--- src/rtl/camHostPkg.sv ---
package camHostPkg;

  localparam logic [3:0] OP_NOP = 4'h0;
  localparam logic [3:0] OP_TCO = 4'h1;
  localparam logic [3:0] OP_SRC = 4'h2;
  localparam logic [3:0] OP_DST = 4'h3;

  // target of a one-shot override
  typedef enum logic [2:0] {
    TGT_ADDR, TGT_CTRL, TGT_PAGE, TGT_SEG,
    TGT_DEVSEL, TGT_NFA, TGT_PSRC, TGT_PDST
  } tgtT;

  // persistent data resource
  typedef enum logic [2:0] {
    RES_COMP, RES_MASK1, RES_MASK2, RES_ARR_ADDR, RES_ARR_FREE, RES_ARR_MATCH
  } resT;

  // read data selection
  typedef enum logic [3:0] {
    RD_NONE, RD_STAT_LO, RD_STAT_HI, RD_ADDR, RD_CTRL, RD_PAGE,
    RD_SEG, RD_DEVSEL, RD_NFA, RD_PSRC, RD_PDST, RD_RES
  } rdT;

  typedef struct packed {
    logic ldAddr;
    logic ldCtrl;
    logic ldPage;
    logic ldSeg;
    logic ldDevSel;
    logic ldSrcWord;
    logic ldDstWord;
    logic wrRes;
    logic segStep;
    logic segRestart;
    resT  res;
    rdT   rd;
  } strobeT;

endpackage

--- src/rtl/camSegCounter.sv ---
module camSegCounter #(
  parameter int SEG_W = 2
) (
  input  logic             clk,
  input  logic             rstN,
  input  logic             step,
  input  logic             restart,
  input  logic             load,
  input  logic [SEG_W-1:0] loadStart,
  input  logic [SEG_W-1:0] startIdx,
  input  logic [SEG_W-1:0] endIdx,
  output logic [SEG_W-1:0] idx
);

  always_ff @(posedge clk) begin
    if (!rstN) begin
      idx <= '0;
    end else if (load) begin
      idx <= loadStart;
    end else if (restart) begin
      idx <= startIdx;
    end else if (step) begin
      idx <= (idx == endIdx) ? startIdx : idx + 1'b1;
    end
  end

endmodule

--- src/rtl/camHostCtl.sv ---
module camHostCtl
  import camHostPkg::*;
#(
  parameter int DATA_W = 16
) (
  input  logic              clk,
  input  logic              rstN,
  input  logic              enN,
  input  logic              cmN,
  input  logic              wN,
  input  logic [DATA_W-1:0] dataIn,
  input  logic              pageMatch,
  input  logic              devAll,
  output strobeT            stb,
  output logic              dataOe,
  output logic              overridePend,
  output logic              statusHigh
);

  tgtT  ovTgt, ovTgtNext;
  resT  srcSel, srcNext, dstSel, dstNext;
  logic addrPend, addrPendNext, ovPendNext, statHiNext;
  logic isCmd, isData, isWr, tcoDevInstr, devPath, selected;
  logic [3:0] opCode;
  logic [2:0] operand;

  assign opCode  = dataIn[15:12];
  assign operand = dataIn[2:0];
  assign isCmd   = !enN && !cmN;
  assign isData  = !enN && cmN;
  assign isWr    = !wN;

  // the device-select path stays reachable while deselected
  assign tcoDevInstr = isCmd && isWr && !overridePend && !addrPend &&
                       opCode == OP_TCO && operand == 3'd4;
  assign devPath  = isCmd && isWr &&
                    ((overridePend && ovTgt == TGT_DEVSEL) || tcoDevInstr);
  assign selected = !enN && (pageMatch || (devAll && isWr) || devPath);
  assign dataOe   = selected && !isWr;

  function automatic resT srcCode(input logic [2:0] c);
    return (c == 3'd4) ? RES_ARR_MATCH : resT'(c);
  endfunction

  always_comb begin
    stb          = '0;
    ovPendNext   = overridePend;
    ovTgtNext    = ovTgt;
    addrPendNext = 1'b0;
    statHiNext   = 1'b0;
    srcNext      = srcSel;
    dstNext      = dstSel;

    if (selected && isCmd && isWr) begin
      if (overridePend) begin
        ovPendNext = 1'b0;
        case (ovTgt)
          TGT_ADDR:   stb.ldAddr   = 1'b1;
          TGT_CTRL:   stb.ldCtrl   = 1'b1;
          TGT_PAGE:   stb.ldPage   = 1'b1;
          TGT_SEG:    stb.ldSeg    = 1'b1;
          TGT_DEVSEL: stb.ldDevSel = 1'b1;
          default:    ;
        endcase
      end else if (addrPend) begin
        stb.ldAddr = 1'b1;
      end else begin
        addrPendNext = dataIn[11];
        case (opCode)
          OP_TCO: begin
            ovPendNext = 1'b1;
            ovTgtNext  = tgtT'(operand);
          end
          OP_SRC: begin
            if (operand <= 3'd4) begin
              srcNext        = srcCode(operand);
              stb.ldSrcWord  = 1'b1;
              stb.segRestart = 1'b1;
            end
          end
          OP_DST: begin
            if (operand <= 3'd5) begin
              dstNext        = resT'(operand);
              stb.ldDstWord  = 1'b1;
              stb.segRestart = 1'b1;
            end
          end
          default: ;
        endcase
      end
    end

    if (selected && isCmd && !isWr) begin
      if (overridePend) begin
        ovPendNext = 1'b0;
        case (ovTgt)
          TGT_ADDR:   stb.rd = RD_ADDR;
          TGT_CTRL:   stb.rd = RD_CTRL;
          TGT_PAGE:   stb.rd = RD_PAGE;
          TGT_SEG:    stb.rd = RD_SEG;
          TGT_DEVSEL: stb.rd = RD_DEVSEL;
          TGT_NFA:    stb.rd = RD_NFA;
          TGT_PSRC:   stb.rd = RD_PSRC;
          default:    stb.rd = RD_PDST;
        endcase
      end else begin
        stb.rd     = statusHigh ? RD_STAT_HI : RD_STAT_LO;
        statHiNext = !statusHigh;
      end
    end

    if (selected && isData) begin
      stb.segStep = 1'b1;
      stb.wrRes   = isWr;
      stb.res     = isWr ? dstSel : srcSel;
      stb.rd      = isWr ? RD_NONE : RD_RES;
    end
  end

  always_ff @(posedge clk) begin
    if (!rstN) begin
      overridePend <= 1'b0;
      ovTgt        <= TGT_ADDR;
      addrPend     <= 1'b0;
      statusHigh   <= 1'b0;
      srcSel       <= RES_COMP;
      dstSel       <= RES_COMP;
    end else begin
      overridePend <= ovPendNext;
      ovTgt        <= ovTgtNext;
      addrPend     <= addrPendNext;
      statusHigh   <= statHiNext;
      srcSel       <= srcNext;
      dstSel       <= dstNext;
    end
  end

endmodule

--- src/rtl/camHostDp.sv ---
module camHostDp
  import camHostPkg::*;
#(
  parameter int DATA_W = 16,
  parameter int WORD_W = 64,
  parameter int DEPTH  = 16,
  localparam int SEGS   = WORD_W / DATA_W,
  localparam int SEG_W  = $clog2(SEGS),
  localparam int ADDR_W = $clog2(DEPTH)
) (
  input  logic                clk,
  input  logic                rstN,
  input  strobeT              stb,
  input  logic [DATA_W-1:0]   dataIn,
  input  logic [2*DATA_W-1:0] statusIn,
  input  logic [ADDR_W-1:0]   freeAddr,
  input  logic [ADDR_W-1:0]   matchAddr,
  output logic [DATA_W-1:0]   rdData,
  output logic                pageMatch,
  output logic                devAll,
  output logic [SEG_W-1:0]    segIdx
);

  typedef logic [SEGS-1:0][DATA_W-1:0] wordT;

  localparam logic [DATA_W-1:0] SEG_RESET = DATA_W'((SEGS - 1) << SEG_W);

  logic [DATA_W-1:0] addrReg, ctrlReg, pageReg, segReg, devSelReg;
  logic [DATA_W-1:0] srcWord, dstWord;
  wordT compReg, mask1Reg, mask2Reg;
  wordT mem [DEPTH];
  logic [ADDR_W-1:0] addrIdx, resIdx;

  assign addrIdx   = addrReg[ADDR_W-1:0];
  assign pageMatch = devSelReg == pageReg;
  assign devAll    = &devSelReg;

  camSegCounter #(.SEG_W(SEG_W)) segCnt (
    .clk      (clk),
    .rstN     (rstN),
    .step     (stb.segStep),
    .restart  (stb.segRestart),
    .load     (stb.ldSeg),
    .loadStart(dataIn[SEG_W-1:0]),
    .startIdx (segReg[SEG_W-1:0]),
    .endIdx   (segReg[2*SEG_W-1:SEG_W]),
    .idx      (segIdx)
  );

  // entry used by array resources
  always_comb begin
    case (stb.res)
      RES_ARR_FREE:  resIdx = freeAddr;
      RES_ARR_MATCH: resIdx = matchAddr;
      default:       resIdx = addrIdx;
    endcase
  end

  always_ff @(posedge clk) begin
    if (!rstN) begin
      addrReg   <= '0;
      ctrlReg   <= '0;
      pageReg   <= '0;
      segReg    <= SEG_RESET;
      devSelReg <= '0;
      srcWord   <= {OP_SRC, {(DATA_W-4){1'b0}}};
      dstWord   <= {OP_DST, {(DATA_W-4){1'b0}}};
    end else begin
      if (stb.ldAddr)    addrReg   <= dataIn;
      if (stb.ldCtrl)    ctrlReg   <= dataIn;
      if (stb.ldPage)    pageReg   <= dataIn;
      if (stb.ldSeg)     segReg    <= dataIn;
      if (stb.ldDevSel)  devSelReg <= dataIn;
      if (stb.ldSrcWord) srcWord   <= dataIn;
      if (stb.ldDstWord) dstWord   <= dataIn;
    end
  end

  always_ff @(posedge clk) begin
    if (!rstN) begin
      compReg  <= '0;
      mask1Reg <= '0;
      mask2Reg <= '0;
      for (int i = 0; i < DEPTH; i++) mem[i] <= '0;
    end else if (stb.wrRes) begin
      case (stb.res)
        RES_COMP:  compReg[segIdx]  <= dataIn;
        RES_MASK1: mask1Reg[segIdx] <= dataIn;
        RES_MASK2: mask2Reg[segIdx] <= dataIn;
        default:   mem[resIdx][segIdx] <= dataIn;
      endcase
    end
  end

  always_comb begin
    case (stb.rd)
      RD_STAT_LO: rdData = statusIn[DATA_W-1:0];
      RD_STAT_HI: rdData = statusIn[2*DATA_W-1:DATA_W];
      RD_ADDR:    rdData = addrReg;
      RD_CTRL:    rdData = ctrlReg;
      RD_PAGE:    rdData = pageReg;
      RD_SEG:     rdData = segReg;
      RD_DEVSEL:  rdData = devSelReg;
      RD_NFA:     rdData = DATA_W'(freeAddr);
      RD_PSRC:    rdData = srcWord;
      RD_PDST:    rdData = dstWord;
      RD_RES: begin
        case (stb.res)
          RES_COMP:  rdData = compReg[segIdx];
          RES_MASK1: rdData = mask1Reg[segIdx];
          RES_MASK2: rdData = mask2Reg[segIdx];
          default:   rdData = mem[resIdx][segIdx];
        endcase
      end
      default:    rdData = '0;
    endcase
  end

endmodule

--- src/rtl/camHostAccess.sv ---
module camHostAccess
  import camHostPkg::*;
#(
  parameter int DATA_W = 16,
  parameter int WORD_W = 64,
  parameter int DEPTH  = 16,
  localparam int SEG_W  = $clog2(WORD_W / DATA_W),
  localparam int ADDR_W = $clog2(DEPTH)
) (
  input  logic                clk,
  input  logic                rstN,
  input  logic                enN,
  input  logic                cmN,
  input  logic                wN,
  input  logic [DATA_W-1:0]   dataIn,
  output logic [DATA_W-1:0]   dataOut,
  output logic                dataOe,
  input  logic [2*DATA_W-1:0] statusIn,
  input  logic [ADDR_W-1:0]   freeAddr,
  input  logic [ADDR_W-1:0]   matchAddr
);

  strobeT            stb;
  logic              pageMatch, devAll, overridePend, statusHigh;
  logic [SEG_W-1:0]  segIdx;
  logic [DATA_W-1:0] rdData;

  camHostCtl #(.DATA_W(DATA_W)) ctl (
    .clk         (clk),
    .rstN        (rstN),
    .enN         (enN),
    .cmN         (cmN),
    .wN          (wN),
    .dataIn      (dataIn),
    .pageMatch   (pageMatch),
    .devAll      (devAll),
    .stb         (stb),
    .dataOe      (dataOe),
    .overridePend(overridePend),
    .statusHigh  (statusHigh)
  );

  camHostDp #(.DATA_W(DATA_W), .WORD_W(WORD_W), .DEPTH(DEPTH)) dp (
    .clk      (clk),
    .rstN     (rstN),
    .stb      (stb),
    .dataIn   (dataIn),
    .statusIn (statusIn),
    .freeAddr (freeAddr),
    .matchAddr(matchAddr),
    .rdData   (rdData),
    .pageMatch(pageMatch),
    .devAll   (devAll),
    .segIdx   (segIdx)
  );

  assign dataOut = dataOe ? rdData : '0;

endmodule

--- config.mk ---
export PLATFORM = sky130hd
export DESIGN_NAME = camHostAccess
export DESIGN_NICKNAME = d
export VERILOG_FILES = /design/src/rtl/camHostPkg.sv /design/src/rtl/camSegCounter.sv /design/src/rtl/camHostCtl.sv /design/src/rtl/camHostDp.sv /design/src/rtl/camHostAccess.sv
export SDC_FILE = /design/constraint.sdc
export NUM_CORES = 2
export LEC_CHECK = 0
export BUFFER_PORTS_ARGS = -buffer_cell sky130_fd_sc_hd__buf_2
export CORE_MARGIN = 1.5
export CORE_UTILIZATION = 36
export DETAILED_ROUTE_END_ITERATION = 12
export PLACE_DENSITY_LB_ADDON = 0.12
export SLEW_MARGIN = 20
export SYNTH_ARGS = -nofsm -noshare
export SYNTH_HDL_FRONTEND = slang
export SYNTH_HIERARCHICAL = 1
export SYNTH_SLANG_ARGS = --single-unit
export TNS_END_PERCENT = 1
--- constraint.sdc ---
create_clock -name clk -period 6.4 [get_ports clk]
set_input_delay 1.28 -clock clk [delete_from_list [all_inputs] [get_ports clk]]
set_output_delay 1.28 -clock clk [all_outputs]
set_load 0.02 [all_outputs]
### Word-level counts from Yosys, hierarchy flattened

Memory sizes are Yosys's and may differ from the RTL's.
Cells that the tools add are included.

* muxes and demuxes: 63
* $add $sub $neg: 1
* multipliers: 0
* div/mod/pow operators: 0
* reductions and logical operators: 40
* equal/unequal tests: 27
* $lt $le $gt $ge: 4
* shift operators: 0
* bitwise operators: 5

Operator list (number)
* $bwmux W64: 3
* $mux W64: 3
* $pmux W16 S11: 1
* $bmux W16 S2: 4
* $mux W16: 6
* $reduce_or A64 Y1: 1
* $pmux W16 S3: 1
* $demux W16 S2: 1
* $pmux W4 S7: 1
* $mux W1: 24
* $mux W4: 5
* $eq A3 B3 Y1 const B: 6
* $logic_and A1 B1 Y1: 17
* $eq A16 B16 Y1: 1
* $eq A4 B2 Y1 const B: 4
* $eq A4 B3 Y1 const B: 4
* $eq A4 B4 Y1 const B: 4
* $mux W2: 8
* $reduce_and A16 Y1: 1
* $mux W7: 2
* $reduce_and A5 Y1: 2
* $eq A3 B2 Y1 const B: 3
* $eq A4 B1 Y1 const B: 2
* $pmux W4 S2: 1
* other kinds (17): 35

* memory bits (read-only): 0
* logic and storage cells: 167
* RAM bits: 1024
* memories: 1
* output and inout port bits: 17
* bits in registers: 318
* bits in latches: 0

Memory list
* dp.mem: words 16, bits a word 64, read ports 1, clocked after Yosys merged registers in 0, write ports 16, RTL line camHostDp.sv:31 `wordT mem [DEPTH];`

### Logic depth before layout (Yosys ltp)

* word-level depth: 23
* mapped depth: 19

### Hierarchy

The synthesis kept the hierarchy.

By module, submodules not included
* camHostDp: times used 1, sequential area each 36835.3 um^2, cells an instance 5607, area each 62751.4 um^2
* camHostCtl: times used 1, sequential area each 240.2 um^2, cells an instance 100, area each 839.6 um^2
* camSegCounter: times used 1, sequential area each 40.0 um^2, cells an instance 25, area each 185.2 um^2
* camHostAccess: times used 1, sequential area each 0.0 um^2, cells an instance 17, area each 126.4 um^2

### Worst setup path after synthesis

Ideal clock, no wire load.

* path kind: input port to output port
* start: input port wN
* end: output port dataOut[15]
* stages on the path: 16
* data arrival time: 4318 ps
* path slack: 802 ps
* path buffers: 5
* required time: 5120 ps
* path through: buf_2 -> nor2b_2 -> o21ai_0 -> nor2_1 -> nor2b_2 -> buf_6 -> mux2_2 -> buf_6 -> buf_2 -> buf_2 -> a21oi_1 -> a22oi_1 -> o211a_1 -> o31ai_1 -> o211ai_1 -> and2_2

RTL lines
* from (decl): RTL line camHostAccess.sv:14 `input logic wN,`
* to (decl): RTL line camHostAccess.sv:16 `output logic [DATA_W-1:0] dataOut,`

==> results by group <==
Placed design
  – Routability Congestion: 0.940
  – Post-DP HPWL: 159000 um
  – Place WS: -0.503 ns
  – Port Buffers: 77
  – Placed Cells: 8228

Detailed routing
  – Initial DRC count: 5224
  – Pre-antenna DRT Iters: 6
  – Via/cell ratio: 5.49
  – WL final: 245000 um
  – Vias: 47.1k
  – # DRC: 0
  – Post-DRT Antenna Nets: 0
  – Drt wl/cell: 28.5 um

Die
  – Die Area: 180000 um^2
  – Die Wd: 424 um
  – # rows: 154
  – Die Y: 424 um
  – Core Footprint: 176000 um^2
  – I/O pin count: 78
  – Initial Utilization: 36.2%

STA
  – # setup viols final: 16
  – Worst Tran Pin Value: 1.16 ns
  – Worst slew margin: 22.6%
  – Fmax: 152 MHz
  – Final Max Tran Viols: 0
  – Setup ws final: -0.168 ns
  – Tcrit/Tclk final: 103%
  – Tmin final: 6.57 ns
  – RSZ-0062 raised after global routing: yes
  – Final clock skew: 0.0222 ns
  – Final hold viol count: 0

Global route
  – Gr busiest metal: met2
  – Initial antenna violation count: 9
  – First-pass GRT wire length: 346000 um
  – Total GRT Usage: 26.9%
  – Met3 GRT Util: 3.87%
  – GR Util met2: 43.6%
  – Vias in the first global route: 45.8k
  – Global Route met1 Usage: 36.1%
  – Total grt overflow: 0
  – Largest net degree at the start of global routing: 230

Synth
  – Flop and latch count out of synthesis: 1342
  – Mapped Nets: 5813
  – Sequential fraction of the synthesis area: 58.1%
  – Number of flops mapped to enable cells by yosys: 1024
  – Syn Area/Cell: 11.1 um^2
  – Ys async rst share: 0%
  – Top post-synthesis cells by count: 1036 x and2_1, 1024 x edfxtp_1, 1011 x nand2_1, 395 x clkbuf_1, 318 x dfxtp_1
  – Top-area cell type share of the netlist area: 48.1%
  – Post-Synthesis Cells: 5749
  – Main synth FF type: edfxtp_1
  – Ys Warns: 6
  – Area leader, netlist: edfxtp_1
  – Mapped Area: 63900 um^2
  – Top cells by area, synth: edfxtp_1 48%, and2_1 10%, dfxtp_1 10%
  – Cell with the most instances after synthesis: and2_1
  – Cell variety after synth: 86

Setup path
  – Worst setup EP type: primary output
  – Critical path arrival: 5.29 ns
  – Max Fanout on Critical Path: 8
  – Setup CP Type: reg -> out
  – Req. time, crit path: 5.12 ns
  – Reg2reg path depth: 15
  – Startpoint Class: register

Clocking
  – H-tree level count: 4
  – CTS buffer count: 153
  – Worst skew pair latency: 0.81 ns
  – CTS root buf: clkbuf_16
  – Clk buf depth: 3
  – Worst-path clk slew: 0.06 ns
  – Sink Count: 1342
  – CTS tree: yes
  – Hold-fix buffers, CTS: 0

Pwr
  – Clock power share: 44.9%
  – Internal: 15.0 mW
  – Seq pwr share: 49.7%
  – Leak: 28.0 nW
  – Combinational Power Share: 5.4%
  – PD cells: 248 nW/um^2
  – VDD IR-drop max: 0.000226 V
  – Switching share of power: 23.0%
  – Tot Pwr: 19.4 mW
  – Net switching power: 4.47 mW

Run
  – Max-cap viol count: 0

Status
  – Outcome: complete, but fails checks
  – Failing checks: negative setup slack

Finish
  – Fillers: 16.3k
  – Net count, final: 6183
  – Layout Area Growth over Synthesis: 22.7%
  – Finished Layout Cells: 8587
  – Layout cell share with drive strength beyond 1: 22.4%

Min path
  – Hold path depth: 2
  – Hold Crit Class: reg -> reg
-- layer usage --
| metal | vias up | part of all wire, % |
|---|---|---|
| met5 | - | 0.011 |
| met2 | 1839 | 47 |
| li1 | 21000 | - |
| met3 | 371 | 6.7 |
| met1 | 23900 | 42 |
| met4 | 4 | 4.4 |
-- flip-flops by register name, indices dropped and copies added, names as in the netlist, 3 cells and up --
register and cells:
ctl/dstSel 3, ctl/ovTgt 3, ctl/srcSel 3, dp/addrReg 16
dp/compReg 64, dp/ctrlReg 16, dp/devSelReg 16, dp/dstWord 16
dp/mask1Reg 64, dp/mask2Reg 64, dp/mem 1024, dp/pageReg 16
dp/segReg 16, dp/srcWord 16
-- cell usage in the layout, fill, tap and decap left out, types with 44 or more instances in the layout --
cell type / instances
buf_4: 552
clkbuf_16: 166
buf_2: 48
o21ai_0: 48
mux2i_1: 240
a21boi_0: 192
dfxtp_1: 295
clkbuf_1: 44
nand2_1: 999
a21oi_1: 145
o21ai_1: 53
buf_12: 55
nor2b_1: 110
edfxtp_1: 1024
and2_1: 1031
a22oi_1: 50
nor2_1: 102
mux4_2: 85
nand3_1: 160
-- worst paths after layout --
kind	startpoint	to	slack [ns]
setup reg to reg	dp/devSelReg[12]	dp/mem[10][5]	0.60
setup / recovery	dp/devSelReg[12]	dataOut[12]	-0.17
hold / removal	ctl/dstSel[0]	ctl/dstSel[0]	0.46
hold reg to reg	ctl/dstSel[0]	ctl/dstSel[0]	0.46
-- what timing repair did --
action / in CTS / in global routing
buffers inserted: 50 / 18
resized for setup: 330 / 128
pin swaps: 59 / 61
endpoints found under the setup margin: 16 / 16
cloned: 17 / 3
-- metrics by stage --
stage | setup TNS [ns] | cell area (um^2) | utilization [%] | hold slack, ns
after floorplan | 0 | 63900 | - | 0.434
after global placement | -4.28 | 70200 | 39.8 | 0.448
after detailed placement | -3.20 | 70200 | 39.8 | 0.458
after CTS | -1.64 | 77600 | 44.0 | 0.466
after global routing | -3.58 | 78400 | 44.5 | 0.483
final | -1.58 | 78400 | 44.5 | 0.462
-- power groups by stage --
stage          clock [mW]  combinational, mW  sequential, mW
6_report             8.73               1.05            9.65
2_1_floorplan           0              0.455            9.80
3_5_place_dp            0              0.979            9.83
4_1_cts              8.88               1.03            9.65
3_3_place_gp            0              0.979            9.83
5_1_grt              9.21               1.09            9.67
-- worst max-delay path, stage by stage, from the launching register on --
cell and delay (ns):
dfxtp_1 0.31, buf_4 0.15, xnor2_1 0.15, nand4_1 0.12, nor4_2 0.24, buf_4 0.20
o21ai_4 0.10, nor2_4 0.23, mux2_4 0.33, mux2_8 0.39, buf_12 0.18, buf_4 0.14
buf_4 0.15, mux2i_4 0.18, o221ai_2 0.24, a31oi_4 0.09, buf_4 0.18, o311ai_2 0.28
o31a_1 0.43, and2_4 0.22, buf_6 0.11
-- kinds of logic (layout without fill, tap and decap cells) --
| group | after synthesis | count (layout) | synth area share (%) |
|---|---|---|---|
| buffers and inverters | 527 | 1020 | 3.47 |
| other | 0 | 5 | 0 |
| DFF | 1342 | 1342 | 58.1 |
| AOI/OAI and AO/OA | 811 | 811 | 8.69 |
| xor gates and xnor gates | 18 | 18 | 0.247 |
| adders and majority gates | 3 | 3 | 0.0587 |
| muxes | 408 | 408 | 8.17 |
| and+or+nand+nor | 2640 | 2640 | 21.3 |
-- final cells by class --
cell class	count	area [um^2]	area share, %
diodes	5	12.5	0.0160
repair buffers	733	6900	8.80
well taps	2340	2930	3.73
multi-input cells	3880	26500	33.7
clock buffers	218	4400	5.61
inverters	9	33.8	0.0431
clock inverters	60	527	0.672
flip-flops and latches	1342	37200	47.4
No activity file was read; power rests on OpenSTA's default activity.
